[config.mk]
export PLATFORM = sky130hd
export DESIGN_NAME = ulpi_reg_engine
export DESIGN_NICKNAME = d
export VERILOG_FILES = /design/src/rtl/ulpi_reg_engine.sv
export SDC_FILE = /design/constraint.sdc
export NUM_CORES = 1
export LEC_CHECK = 0
export ABC_AREA = 1
export BUFFER_PORTS_ARGS = -buffer_cell sky130_fd_sc_hd__buf_2
export CELL_PAD_IN_SITES_DETAIL_PLACEMENT = 0
export CELL_PAD_IN_SITES_GLOBAL_PLACEMENT = 2
export CORE_ASPECT_RATIO = 0.9
export CORE_MARGIN = 8
export CORE_UTILIZATION = 27
export CTS_CLUSTER_SIZE = 28
export DETAILED_ROUTE_END_ITERATION = 16
export PLACE_DENSITY = 0.76
export SYNTH_ARGS = -nofsm -noshare
export SYNTH_HDL_FRONTEND = slang
export SYNTH_SLANG_ARGS = --single-unit
export TNS_END_PERCENT = 5
[constraint.sdc]
create_clock -name clk -period 1.23 [get_ports clk]
set_input_delay 0.1845 -clock clk [delete_from_list [all_inputs] [get_ports clk]]
set_output_delay 0.1845 -clock clk [all_outputs]
set_load 0.01 [all_outputs]
[src/rtl/ulpi_reg_engine.sv]
module ulpi_reg_engine #(
  parameter logic [7:0] IMM_LAST = 8'h2E
) (
  input  logic       clk,
  input  logic       rst_n,
  input  logic       req_valid,
  input  logic       req_write,
  input  logic [7:0] req_addr,
  input  logic [7:0] req_wdata,
  output logic       req_ready,
  output logic       done,
  output logic [7:0] rdata,
  input  logic       ulpi_dir,
  input  logic       ulpi_nxt,
  output logic       ulpi_stp,
  input  logic [7:0] ulpi_data_i,
  output logic [7:0] ulpi_data_o,
  output logic       ulpi_data_oe
);
  localparam logic [5:0] EXT_CODE = 6'b101111;

  typedef enum logic [3:0] {
    S_IDLE, S_CMD, S_ADDR, S_WDAT, S_STP, S_RDIR, S_RCAP, S_RWAIT, S_ABRT
  } state_t;

  state_t     st;
  logic       op_wr;
  logic [7:0] op_addr;
  logic [7:0] op_wdata;
  logic       ext;
  logic [7:0] cmd_byte;
  logic       tx_phase;

  assign ext      = op_addr > IMM_LAST;
  assign cmd_byte = {1'b1, ~op_wr, ext ? EXT_CODE : op_addr[5:0]};
  assign tx_phase = (st == S_CMD) || (st == S_ADDR) || (st == S_WDAT);

  assign req_ready    = (st == S_IDLE);
  assign ulpi_stp     = (st == S_STP);
  assign ulpi_data_oe = ~ulpi_dir;

  always_comb begin
    case (st)
      S_CMD:   ulpi_data_o = cmd_byte;
      S_ADDR:  ulpi_data_o = op_addr;
      S_WDAT:  ulpi_data_o = op_wdata;
      default: ulpi_data_o = 8'h00;
    endcase
  end

  always_ff @(posedge clk or negedge rst_n) begin
    if (!rst_n) begin
      st       <= S_IDLE;
      op_wr    <= 1'b0;
      op_addr  <= 8'h00;
      op_wdata <= 8'h00;
      rdata    <= 8'h00;
      done     <= 1'b0;
    end else begin
      done <= 1'b0;
      case (st)
        S_IDLE:
          if (req_valid) begin
            op_wr    <= req_write;
            op_addr  <= req_addr;
            op_wdata <= req_wdata;
            st       <= S_CMD;
          end
        S_CMD:
          if (ulpi_dir)      st <= S_ABRT;
          else if (ulpi_nxt) st <= ext ? S_ADDR : (op_wr ? S_WDAT : S_RDIR);
        S_ADDR:
          if (ulpi_dir)      st <= S_ABRT;
          else if (ulpi_nxt) st <= op_wr ? S_WDAT : S_RDIR;
        S_WDAT:
          if (ulpi_dir)      st <= S_ABRT;
          else if (ulpi_nxt) st <= S_STP;
        S_STP:
          if (ulpi_dir) st <= S_ABRT;
          else begin
            st   <= S_IDLE;
            done <= 1'b1;
          end
        S_RDIR:
          if (ulpi_dir) st <= S_RCAP;
        S_RCAP:
          if (!ulpi_dir) st <= S_CMD;
          else begin
            rdata <= ulpi_data_i;
            st    <= S_RWAIT;
          end
        S_RWAIT:
          if (!ulpi_dir) begin
            st   <= S_IDLE;
            done <= 1'b1;
          end
        S_ABRT:
          if (!ulpi_dir) st <= S_CMD;
        default: st <= S_IDLE;
      endcase
    end
  end
endmodule

==> summary.md, run 1 <==
| Metric | Value |
|---|---|
| Clk root buf | `clkbuf_8` |
| Least-Margin Pin Slew | `slightly below 400 ps` |
| Die area | `8730 um^2` |
| Yosys warning count | `0` |
| CTS H-tree depth | `2` |
| Share of layout cells above drive strength 1 | `56.2%` |
| Drt first-iter violations | `53` |
| Final period util | `139%` |
| Rows | `26` |
| Most common cell after layout, fill and taps aside | `buf_2` |
| Reg2reg path depth | `9` |
| Syn nets | `199` |
| Avg Cell Area, Syn | `9.57 um^2` |
| Fin Clk Skew | `between 4 and 5 ps` |
| Post-synthesis cell count | `169` |
| # nets final | `287` |
| Sequential area share after synthesis | `46.4%` |
| Crit path arrival time | `1520 ps` |
| # port buffers | `49` |
| Power per Cell Area | `2540 nW/um^2` |
| Number of buffers created by CTS | `5` |
| Hold Path Cell Cnt | `2` |
| Drt first pass iters | `4` |
| Failing checks | `negative setup slack` |
| Largest net degree at the start of global routing | `31` |
| Max-capacitance violation count | `0` |
| Final Power | `a little over 0.006 W` |
| Worst EP required | `1050 ps` |
| Gpl congestion | `approximately 0.8` |
| Clock Path Buffers | `2` |
| Final core utilization | `between 40% and 50%` |
| Setup WS post-layout | `-478 ps` |
| DRC violations left | `0` |
| FMAX | `0.586 GHz` |
| CTS tree | `yes` |
| CP Max Fanout | `5` |
| Min Hold Slack | `129 ps` |
| Inserted Diodes | `0` |
| Drt via density | `4.35` |
| CORE AREA | `about 5700 um^2` |
| Final Hold Viols | `0` |
| Num ports | `50` |
| First-pass GRT wire length | `7.27 mm` |
| DP Wirelength | `3.41 mm` |
| Post-route ant nets | `0` |
| Routed length per instance | `13.1 um` |
| Die width | `97.6 um` |
| Seq cells post-synth | `30` |
| Setup violators final | `40` |
| Worst setup SP type | `flop` |
| CP Capture Type | `output port` |
| Via count | `roughly 1400` |
| Starting Density | `28.3%` |
| CTS sink count | `30` |
| Final Max Tran Viols | `0` |
| Initial antenna violation count | `0` |
| Netlist area before placement | `1620 um^2` |
| GRT Util Overall | `10.4%` |
| Class of the worst hold path | `primary input to flop` |
| Worst-path clk slew | `70 ps` |
| Vias in the first global route | `between 1000 and 1500` |
| Final Critical Period | `between 1500 and 2000 ps` |
| Slew margin rel. | `~74%` |
| Most frequent cells in the layout | `buf_2, nand2_1, buf_4` |
| RSZ-0062 raised after global routing | `yes` |
| Worst-Skew Late Latency | `280 ps` |
| Worst VDD drop | `1090 uV` |
| Die height | `~89 um` |
| Routed WL | `roughly 4.3 mm` |
| Status | `finished with violations` |
| Leakage power | `1.29 nW` |
| Setup CP Type | `flop to output port` |
| P&R area growth vs syn | `47.3%` |
| Grt total ovfl | `0` |
| Yosys cell types | `23` |
-- metrics by stage --
stage | setup slack [ps] | cells | setup TNS [ps] | area (um^2)
3_3_place_gp | -316 | 317 | -8930 | 2170
5_1_grt | -612 | 328 | -13950 | 2380
3_5_place_dp | -312 | 317 | -9300 | 2170
2_1_floorplan | -134 | 169 | -2020 | 1630
4_1_cts | -514 | 327 | -10830 | 2360
6_report | -478 | 328 | -9790 | 2380
-- worst max-delay path, cell delays in order, from the launching register on --
cell and delay [ps]:
dfrtp_1 410, nor2_4 180, nand3_2 100, nand2_2 70, nand3b_1 190, a21boi_2 160
buf_2 140
-- metal layers --
metal  GRT usage (%)  vias up  part of all wire [%]
met5               0        -                     0
met4            5.36        0                   1.3
met3            3.17        2                   6.0
met2            15.1       36                    43
met1            13.8      651                    50
li1                -      739                     -
-- cell usage after synthesis, drive strengths merged --
master   n  area (um^2)
a21boi   1         7.51
inv     17         63.8
o211ai   1         7.51
nand4    1         6.26
a21oi    8         40.0
nor3     1         5.00
nand2   44          173
a22oi    4         30.0
nor2    18          105
o21ai    4         20.0
nand3b   1         7.51
mux2    21          282
and3     1         6.26
dfrtp   30          751
buf      2         22.5
nand3   14         82.6
o221ai   1         8.76
-- where the power goes --
group / total [W] / switching [W] / internal [W]
Clock: 0.000845 / 0.000396 / 0.000449
Combinational: 0.00349 / 0.00168 / 0.00180
Sequential: 0.00172 / 0.000326 / 0.00139
-- worst paths after layout --
path	startpoint	endpoint	slack (ps)
setup reg to reg	st[2]	st[2]	-280
min in group asynchronous	rst_n	op_addr[5]	440
setup / recovery	op_addr[7]	ulpi_data_o[1]	-480
hold / removal	req_wdata[7]	op_wdata[7]	130
hold reg to reg	rdata[2]	rdata[2]	500
max in group asynchronous	rst_n	st[3]	470
-- area by class of cell --
class / count / area, um^2
fillers: 582 / 3340
multi-input cells: 120 / 860
flip-flops and latches: 30 / 754
repair buffers: 83 / 520
well taps: 70 / 87.6
clock buffers: 6 / 82.6
inverters: 17 / 66.3
clock inverters: 2 / 12.5
-- flip-flops by register name, indices dropped and copies added (netlist names) --
name      flops
st            4
op_addr       8
op_wr         1
done          1
op_wdata      8
rdata         8
-- what timing repair did --
action	CTS	global route
pin swaps	9	4
cloned	0	0
setup endpoints to repair	40	40
hold endpoints to repair	30	0
gates resized for setup	21	9
setup buffers	1	1
hold buffers	1	0
-- kinds of logic after synthesis --
family | Yosys count | share of synthesized area (%)
compound gates | 19 | 7.04
buf+inv | 19 | 5.34
flops | 30 | 46.4
mux | 21 | 17.4
simple gates | 80 | 23.8
(Power assumes the default switching activity.)
==> run 2, diff against run 1 <==
--- a/config.mk
+++ b/config.mk
@@ -11,10 +11,11 @@
 export CELL_PAD_IN_SITES_GLOBAL_PLACEMENT = 2
 export CORE_ASPECT_RATIO = 0.9
 export CORE_MARGIN = 8
-export CORE_UTILIZATION = 27
+export CORE_UTILIZATION = 28
+export CTS_BUF_LIST = sky130_fd_sc_hd__clkbuf_2 sky130_fd_sc_hd__clkbuf_4 sky130_fd_sc_hd__clkbuf_8
 export CTS_CLUSTER_SIZE = 28
 export DETAILED_ROUTE_END_ITERATION = 16
-export PLACE_DENSITY = 0.76
+export PLACE_DENSITY = 0.78
 export SYNTH_ARGS = -nofsm -noshare
 export SYNTH_HDL_FRONTEND = slang
 export SYNTH_SLANG_ARGS = --single-unit
==> summary.md, run 2 (same netlist as run 1, synthesis figures left out) <==
| Metric | Value |
|---|---|
| Worst VDD drop | `1130 uV (+4.1%)` |
| Crit path arrival time | `1570 ps (+50 ps)` |
| GRT Util Overall | `10.8% (+0.31 points)` |
| Final Hold Viols | `0 (unchanged)` |
| DRC violations left | `0 (unchanged)` |
| CTS sink count | `30 (unchanged)` |
| Worst-path clk slew | `70 ps (about the same)` |
| Clock Path Buffers | `2 (unchanged)` |
| FMAX | `0.571 GHz (-2.5%)` |
| Die width | `96.1 um (-1.5%)` |
| CTS tree | `yes` |
| Slowest CP cell | `dfrtp_1` |
| Setup WS post-layout | `-522 ps (-43.9 ps)` |
| Most common cell after layout, fill and taps aside | `buf_2` |
| # port buffers | `49 (unchanged)` |
| Inserted Diodes | `0 (unchanged)` |
| Worst EP required | `1050 ps (about the same)` |
| Final Max Tran Viols | `0 (unchanged)` |
| Routed length per instance | `13.4 um (+2.0%)` |
| CORE AREA | `5630 um^2 (-1.7%)` |
| P&R area growth vs syn | `46.7%` |
| Routed WL | `4.37 mm (+1.3%)` |
| Final period util | `142% (+3.6 points)` |
| Vias in the first global route | `1476 (-1.5%)` |
| Largest regs | `op_addr: 8 flops, op_wdata: 8 flops, rdata: 8 flops` |
| Number of buffers created by CTS | `5 (unchanged)` |
| Slew margin rel. | `73.9% (-0.10 points)` |
| Num ports | `50 (unchanged)` |
| Fin Clk Skew | `5.68 ps (+0.961 ps)` |
| Reg-to-reg slack, setup | `-150 ps (+130 ps)` |
| Failing checks | `negative setup slack` |
| Leakage power | `1.28 nW (-0.15%)` |
| # nets final | `285 (-0.70%)` |
| Drt first-iter violations | `32 (-40%)` |
| Share of layout cells above drive strength 1 | `53.9% (-2.3 points)` |
| CP Capture Type | `output port` |
| Worst setup SP type | `flop` |
| Worst-Skew Late Latency | `270 ps (about the same)` |
| Drt via density | `4.51 (+3.6%)` |
| Post-route ant nets | `0 (unchanged)` |
| Power per Cell Area | `2610 nW/um^2 (+3.0%)` |
| Fillers | `570 (-2.1%)` |
| Worst path bufs/invs | `1 (unchanged)` |
| Multi-input gate area | `853 um^2 (-0.73%)` |
| Most frequent cells in the layout | `buf_2, nand2_1, buf_4` |
| First-pass GRT wire length | `7.07 mm (-2.8%)` |
| CTS H-tree depth | `2 (unchanged)` |
| Largest delay share family, worst path | `simple AND/OR/NAND/NOR gates` |
| Design area | `2370 um^2 (-0.42%)` |
| Class of the worst hold path | `primary input to flop` |
| Worst path cell trace | `nor2_4 > nand2_2 > nand3b_1 > a21boi_2 > buf_2` |
| RSZ-0062 raised after global routing | `yes` |
| Placed cells | `316 (-0.32%)` |
| Die area | `8470 um^2 (-3.0%)` |
| Worst stage delay on the critical path | `430 ps (+20 ps)` |
| Setup violators final | `37 (-7.5%)` |
| Status | `finished with violations` |
| Die height | `88.1 um (-1.5%)` |
| Largest net degree at the start of global routing | `31 (unchanged)` |
| Gpl congestion | `0.807 (+0.83%)` |
| Via count | `1470 (+2.9%)` |
| Grt total ovfl | `0 (unchanged)` |
| Register Area | `754 um^2 (unchanged)` |
| DP Wirelength | `3.42 mm (+0.37%)` |
| Setup CP Type | `flop to output port` |
| Max-capacitance violation count | `0 (unchanged)` |
| Cell Area, Placed | `2160 um^2 (-0.35%)` |
| Starting Density | `28.7% (+0.49 points)` |
| Drt first pass iters | `4 (unchanged)` |
| CP Max Fanout | `5 (unchanged)` |
| Rows | `26 (unchanged)` |
| Initial antenna violation count | `0 (unchanged)` |
| Least-Margin Pin Slew | `391 ps (+1.51 ps)` |
| Clk root buf | `clkbuf_8` |
| Final instance count without filler cells | `326 (-0.61%)` |
| Final Critical Period | `1750 ps (+43.9 ps)` |
## run 2: area by class of cell
type	count	area share [%]
clock buffer	7	3.53
clock inverter	1	1.27
inverter	17	2.79
multi-input combinational	120	36.0
sequential	30	31.8
tap	70	3.69
timing repair buffer	81	21.0
## run 2: through the flow
| step | TNS [ps] | setup WS, ps | utilization [%] | hold WS, ps | power (W) |
|---|---|---|---|---|---|
| floorplan | -2020 | -134 | - | -111 | 0.00356 |
| global placement | -7030 | -250 | 38.4 | 227 | 0.00490 |
| detailed placement | -7250 | -250 | 38.4 | 228 | 0.00491 |
| CTS | -7280 | -515 | 41.6 | 129 | 0.00615 |
| global route | -9900 | -612 | 42.2 | 125 | 0.00666 |
| finish | -7380 | -522 | 42.2 | 136 | 0.00620 |
## run 2: path summary, 6_finish.rpt
check,startpoint,end,cells after the start
min in group asynchronous,rst_n,op_wdata[2],3
max in group asynchronous,rst_n,st[0],3
worst max-delay path,st[2],ulpi_data_o[1],5
worst min-delay path,ulpi_data_i[4],rdata[4],2
worst min register to register,rdata[0],rdata[0],1
worst max register to register,st[1],st[1],8
## run 2: repair_timing
action / CTS / global route
buffers inserted: 0 / 1
gates resized for setup: 17 / 9
endpoints found under the setup margin: 39 / 40
pin swaps: 6 / 3
endpoints found under the hold margin: 30 / 0
hold buffers: 1 / 0
## run 2: report_power, final
group / switching [W] / leakage, nW / internal (W)
clock: 0.000369 / 0.0593 / 0.000650
combinational: 0.00169 / 0.856 / 0.00176
sequential: 0.000333 / 0.368 / 0.00139
## run 2: per-layer routing
metal | GRT usage [%] | vias up | wire (um)
li1 | - | 728 | -
met1 | 15.3 | 688 | 2140
met2 | 15.0 | 52 | 1840
met3 | 2.91 | 2 | 345
met4 | 3.77 | 0 | 40
met5 | 0 | - | 0
==> run 3, diff against run 2 <==
--- a/config.mk
+++ b/config.mk
@@ -15,7 +15,7 @@
 export CTS_BUF_LIST = sky130_fd_sc_hd__clkbuf_2 sky130_fd_sc_hd__clkbuf_4 sky130_fd_sc_hd__clkbuf_8
 export CTS_CLUSTER_SIZE = 28
 export DETAILED_ROUTE_END_ITERATION = 16
-export PLACE_DENSITY = 0.78
+export PLACE_DENSITY = 0.86
 export SYNTH_ARGS = -nofsm -noshare
 export SYNTH_HDL_FRONTEND = slang
 export SYNTH_SLANG_ARGS = --single-unit
==> summary.md, run 3 (same netlist as run 1, synthesis figures left out) <==
| Metric | Value |
|---|---|
| Status | `finished with violations` |
| Failing checks | `negative setup slack` |
| Switching pwr | `0.00240 W (about the same)` |
| Worst-Skew Late Latency | `280 ps (about the same)` |
| Routed length per instance | `13.6 um (+1.2%)` |
| CTS H-tree depth | `2 (unchanged)` |
| Fin Clk Skew | `4.85 ps (-0.829 ps)` |
| Clock share of power | `14.2% (-2.2 points)` |
| CP Max Fanout | `5 (unchanged)` |
| Inserted Diodes | `0 (unchanged)` |
| Worst setup SP type | `flop` |
| Final Critical Period | `1760 ps (+13.4 ps)` |
| Cell Area, Placed | `2150 um^2 (-0.35%)` |
| Least-Margin Pin Slew | `398 ps (+6.64 ps)` |
| FMAX | `0.567 GHz (-0.76%)` |
| Starting Density | `28.7% (unchanged)` |
| Worst-path clk slew | `70 ps (about the same)` |
| DRC violations left | `0 (unchanged)` |
| Power per Cell Area | `2570 nW/um^2 (-1.4%)` |
| Routed WL | `4.45 mm (+1.8%)` |
| Final Max Tran Viols | `0 (unchanged)` |
| Register Area | `754 um^2 (unchanged)` |
| Vias in the first global route | `1559 (+5.6%)` |
| Met2 WL | `1.86 mm (+1.1%)` |
| Rows | `26 (unchanged)` |
| Max-capacitance violation count | `0 (unchanged)` |
| Worst EP required | `1050 ps (about the same)` |
| Multi-input gate area | `843 um^2 (-1.2%)` |
| Drt via density | `4.42 (-1.9%)` |
| Leakage power | `1.28 nW (about the same)` |
| Gpl congestion | `0.794 (-1.6%)` |
| Fillers | `590 (+3.5%)` |
| Die height | `88.1 um (unchanged)` |
| Drt first pass iters | `4 (unchanged)` |
| Final Hold Viols | `0 (unchanged)` |
| Crit path arrival time | `1580 ps (about the same)` |
| Class of the worst hold path | `primary input to flop` |
| CP Capture Type | `output port` |
| Number of buffers created by CTS | `5 (unchanged)` |
| Worst VDD drop | `1180 uV (+4.9%)` |
| Final period util | `143% (+1.1 points)` |
| First-pass GRT wire length | `7.43 mm (+5.2%)` |
| Worst stage delay on the critical path | `450 ps (+20 ps)` |
| CTS tree | `yes` |
| Dpl ws | `-295 ps (-44.5 ps)` |
| Internal power | `0.00368 W (-3.3%)` |
| Largest net degree at the start of global routing | `31 (unchanged)` |
| Logic gate share of total power | `58.0% (+2.3 points)` |
| CORE AREA | `5630 um^2 (unchanged)` |
| Clock Path Buffers | `2 (unchanged)` |
| Clk root buf | `clkbuf_8` |
| Sw Ratio | `39.5% (+0.81 points)` |
| Setup WS post-layout | `-535 ps (-13.4 ps)` |
| Worst path bufs/invs | `1 (unchanged)` |
| Via count | `1451 (-1.3%)` |
| Largest regs | `op_addr: 8 flops, op_wdata: 8 flops, rdata: 8 flops` |
| # port buffers | `49 (unchanged)` |
| Uppermost layer routed | `met4` |
| Post-route ant nets | `0 (unchanged)` |
| Drt first-iter violations | `46 (+44%)` |
| Setup CP Type | `flop to output port` |
| Design area | `2360 um^2 (-0.58%)` |
| CTS sink count | `30 (unchanged)` |
| Final Power | `0.00608 W (-2.0%)` |
| Die area | `8470 um^2 (unchanged)` |
| Seq pwr share | `27.8% (about the same)` |
| Setup violators final | `38 (+2.7%)` |
| Most common cell after layout, fill and taps aside | `buf_2` |
| RSZ-0062 raised after global routing | `yes` |
| Num ports | `50 (unchanged)` |
| Share of layout cells above drive strength 1 | `53.9% (about the same)` |
| # nets final | `287 (+0.70%)` |
| Grt total ovfl | `0 (unchanged)` |
| P&R area growth vs syn | `45.9%` |
| Initial antenna violation count | `0 (unchanged)` |
| Slowest CP cell | `dfrtp_2` |
| Die width | `96.1 um (unchanged)` |
| WL met1 | `2.16 mm (+0.79%)` |
| Slew margin rel. | `73.5% (-0.44 points)` |
| Largest delay share family, worst path | `simple AND/OR/NAND/NOR gates` |
| Most frequent cells in the layout | `buf_2, nand2_1, buf_4` |
| Met3 Routed Length | `392 um (+14%)` |
| DP Wirelength | `3.39 mm (-1.1%)` |
| GRT Util Overall | `11.3% (+0.52 points)` |
| Worst path cell trace | `nor2_4 > nand2_2 > nand3b_1 > a21boi_2 > buf_2` |
==> run 3: worst paths after layout <==
| check | from | end | slack, ps | depth (start not counted) |
|---|---|---|---|---|
| worst min-delay path | req_wdata[7] | op_wdata[7] | 130 | 2 |
| worst max register to register | st[3] | op_wdata[0] | -260 | 6 |
| min in group asynchronous | rst_n | op_addr[5] | 450 | 3 |
| worst max-delay path | st[3] | ulpi_data_o[1] | -530 | 5 |
| worst min register to register | rdata[5] | rdata[5] | 510 | 1 |
| max in group asynchronous | rst_n | st[0] | 470 | 3 |
==> run 3: repair_timing <==
item,4_1_cts,5_1_grt
endpoints found under the setup margin,38,40
pin swaps,3,5
resized for setup,14,9
hold endpoints to repair,30,0
hold buffers,1,0
setup buffers,0,4
==> run 3: power groups by stage <==
stage               logic, W  clock network, W  registers [W]
floorplan            0.00188                 0        0.00167
CTS                  0.00339          0.000883        0.00168
finish               0.00352          0.000864        0.00169
global placement     0.00320                 0        0.00166
global route         0.00391          0.000915        0.00174
detailed placement   0.00323                 0        0.00167
==> run 3: worst reg2reg max path, delay by kind of cell (launching register included) <==
kind	cells	cell delay, ps
AND/OR/NAND/NOR	3	360
flip-flops	1	450
multiplexers	1	340
buffers and inverters	2	220
==> run 3: cell type report <==
| class | instances | share of cell area (%) |
|---|---|---|
| Tap cell | 70 | 3.71 |
| Timing Repair Buffer | 83 | 21.7 |
| Multi-Input combinational cell | 120 | 35.7 |
| Sequential cell | 30 | 32.0 |
| Clock inverter | 1 | 0.212 |
| Inverter | 17 | 2.81 |
| Clock buffer | 7 | 3.82 |
==> run 3: per-layer routing <==
metal | GRT usage [%] | up-vias
met1 | 14.9 | 660
met4 | 2.93 | 0
met2 | 16.4 | 45
met3 | 4.71 | 5
met5 | 0 | -
li1 | - | 741
==> run 3: per-stage QoR <==
stage / std cells / util [%] / hold slack [ps] / TNS [ps]
after global placement: 315 / 38.3 / 223 / -6130
after floorplan: 169 / - / -111 / -2020
final: 328 / 41.9 / 127 / -10070
after global routing: 328 / 41.9 / 129 / -13800
after CTS: 324 / 41.0 / 123 / -7830
after detailed placement: 315 / 38.3 / 230 / -6480
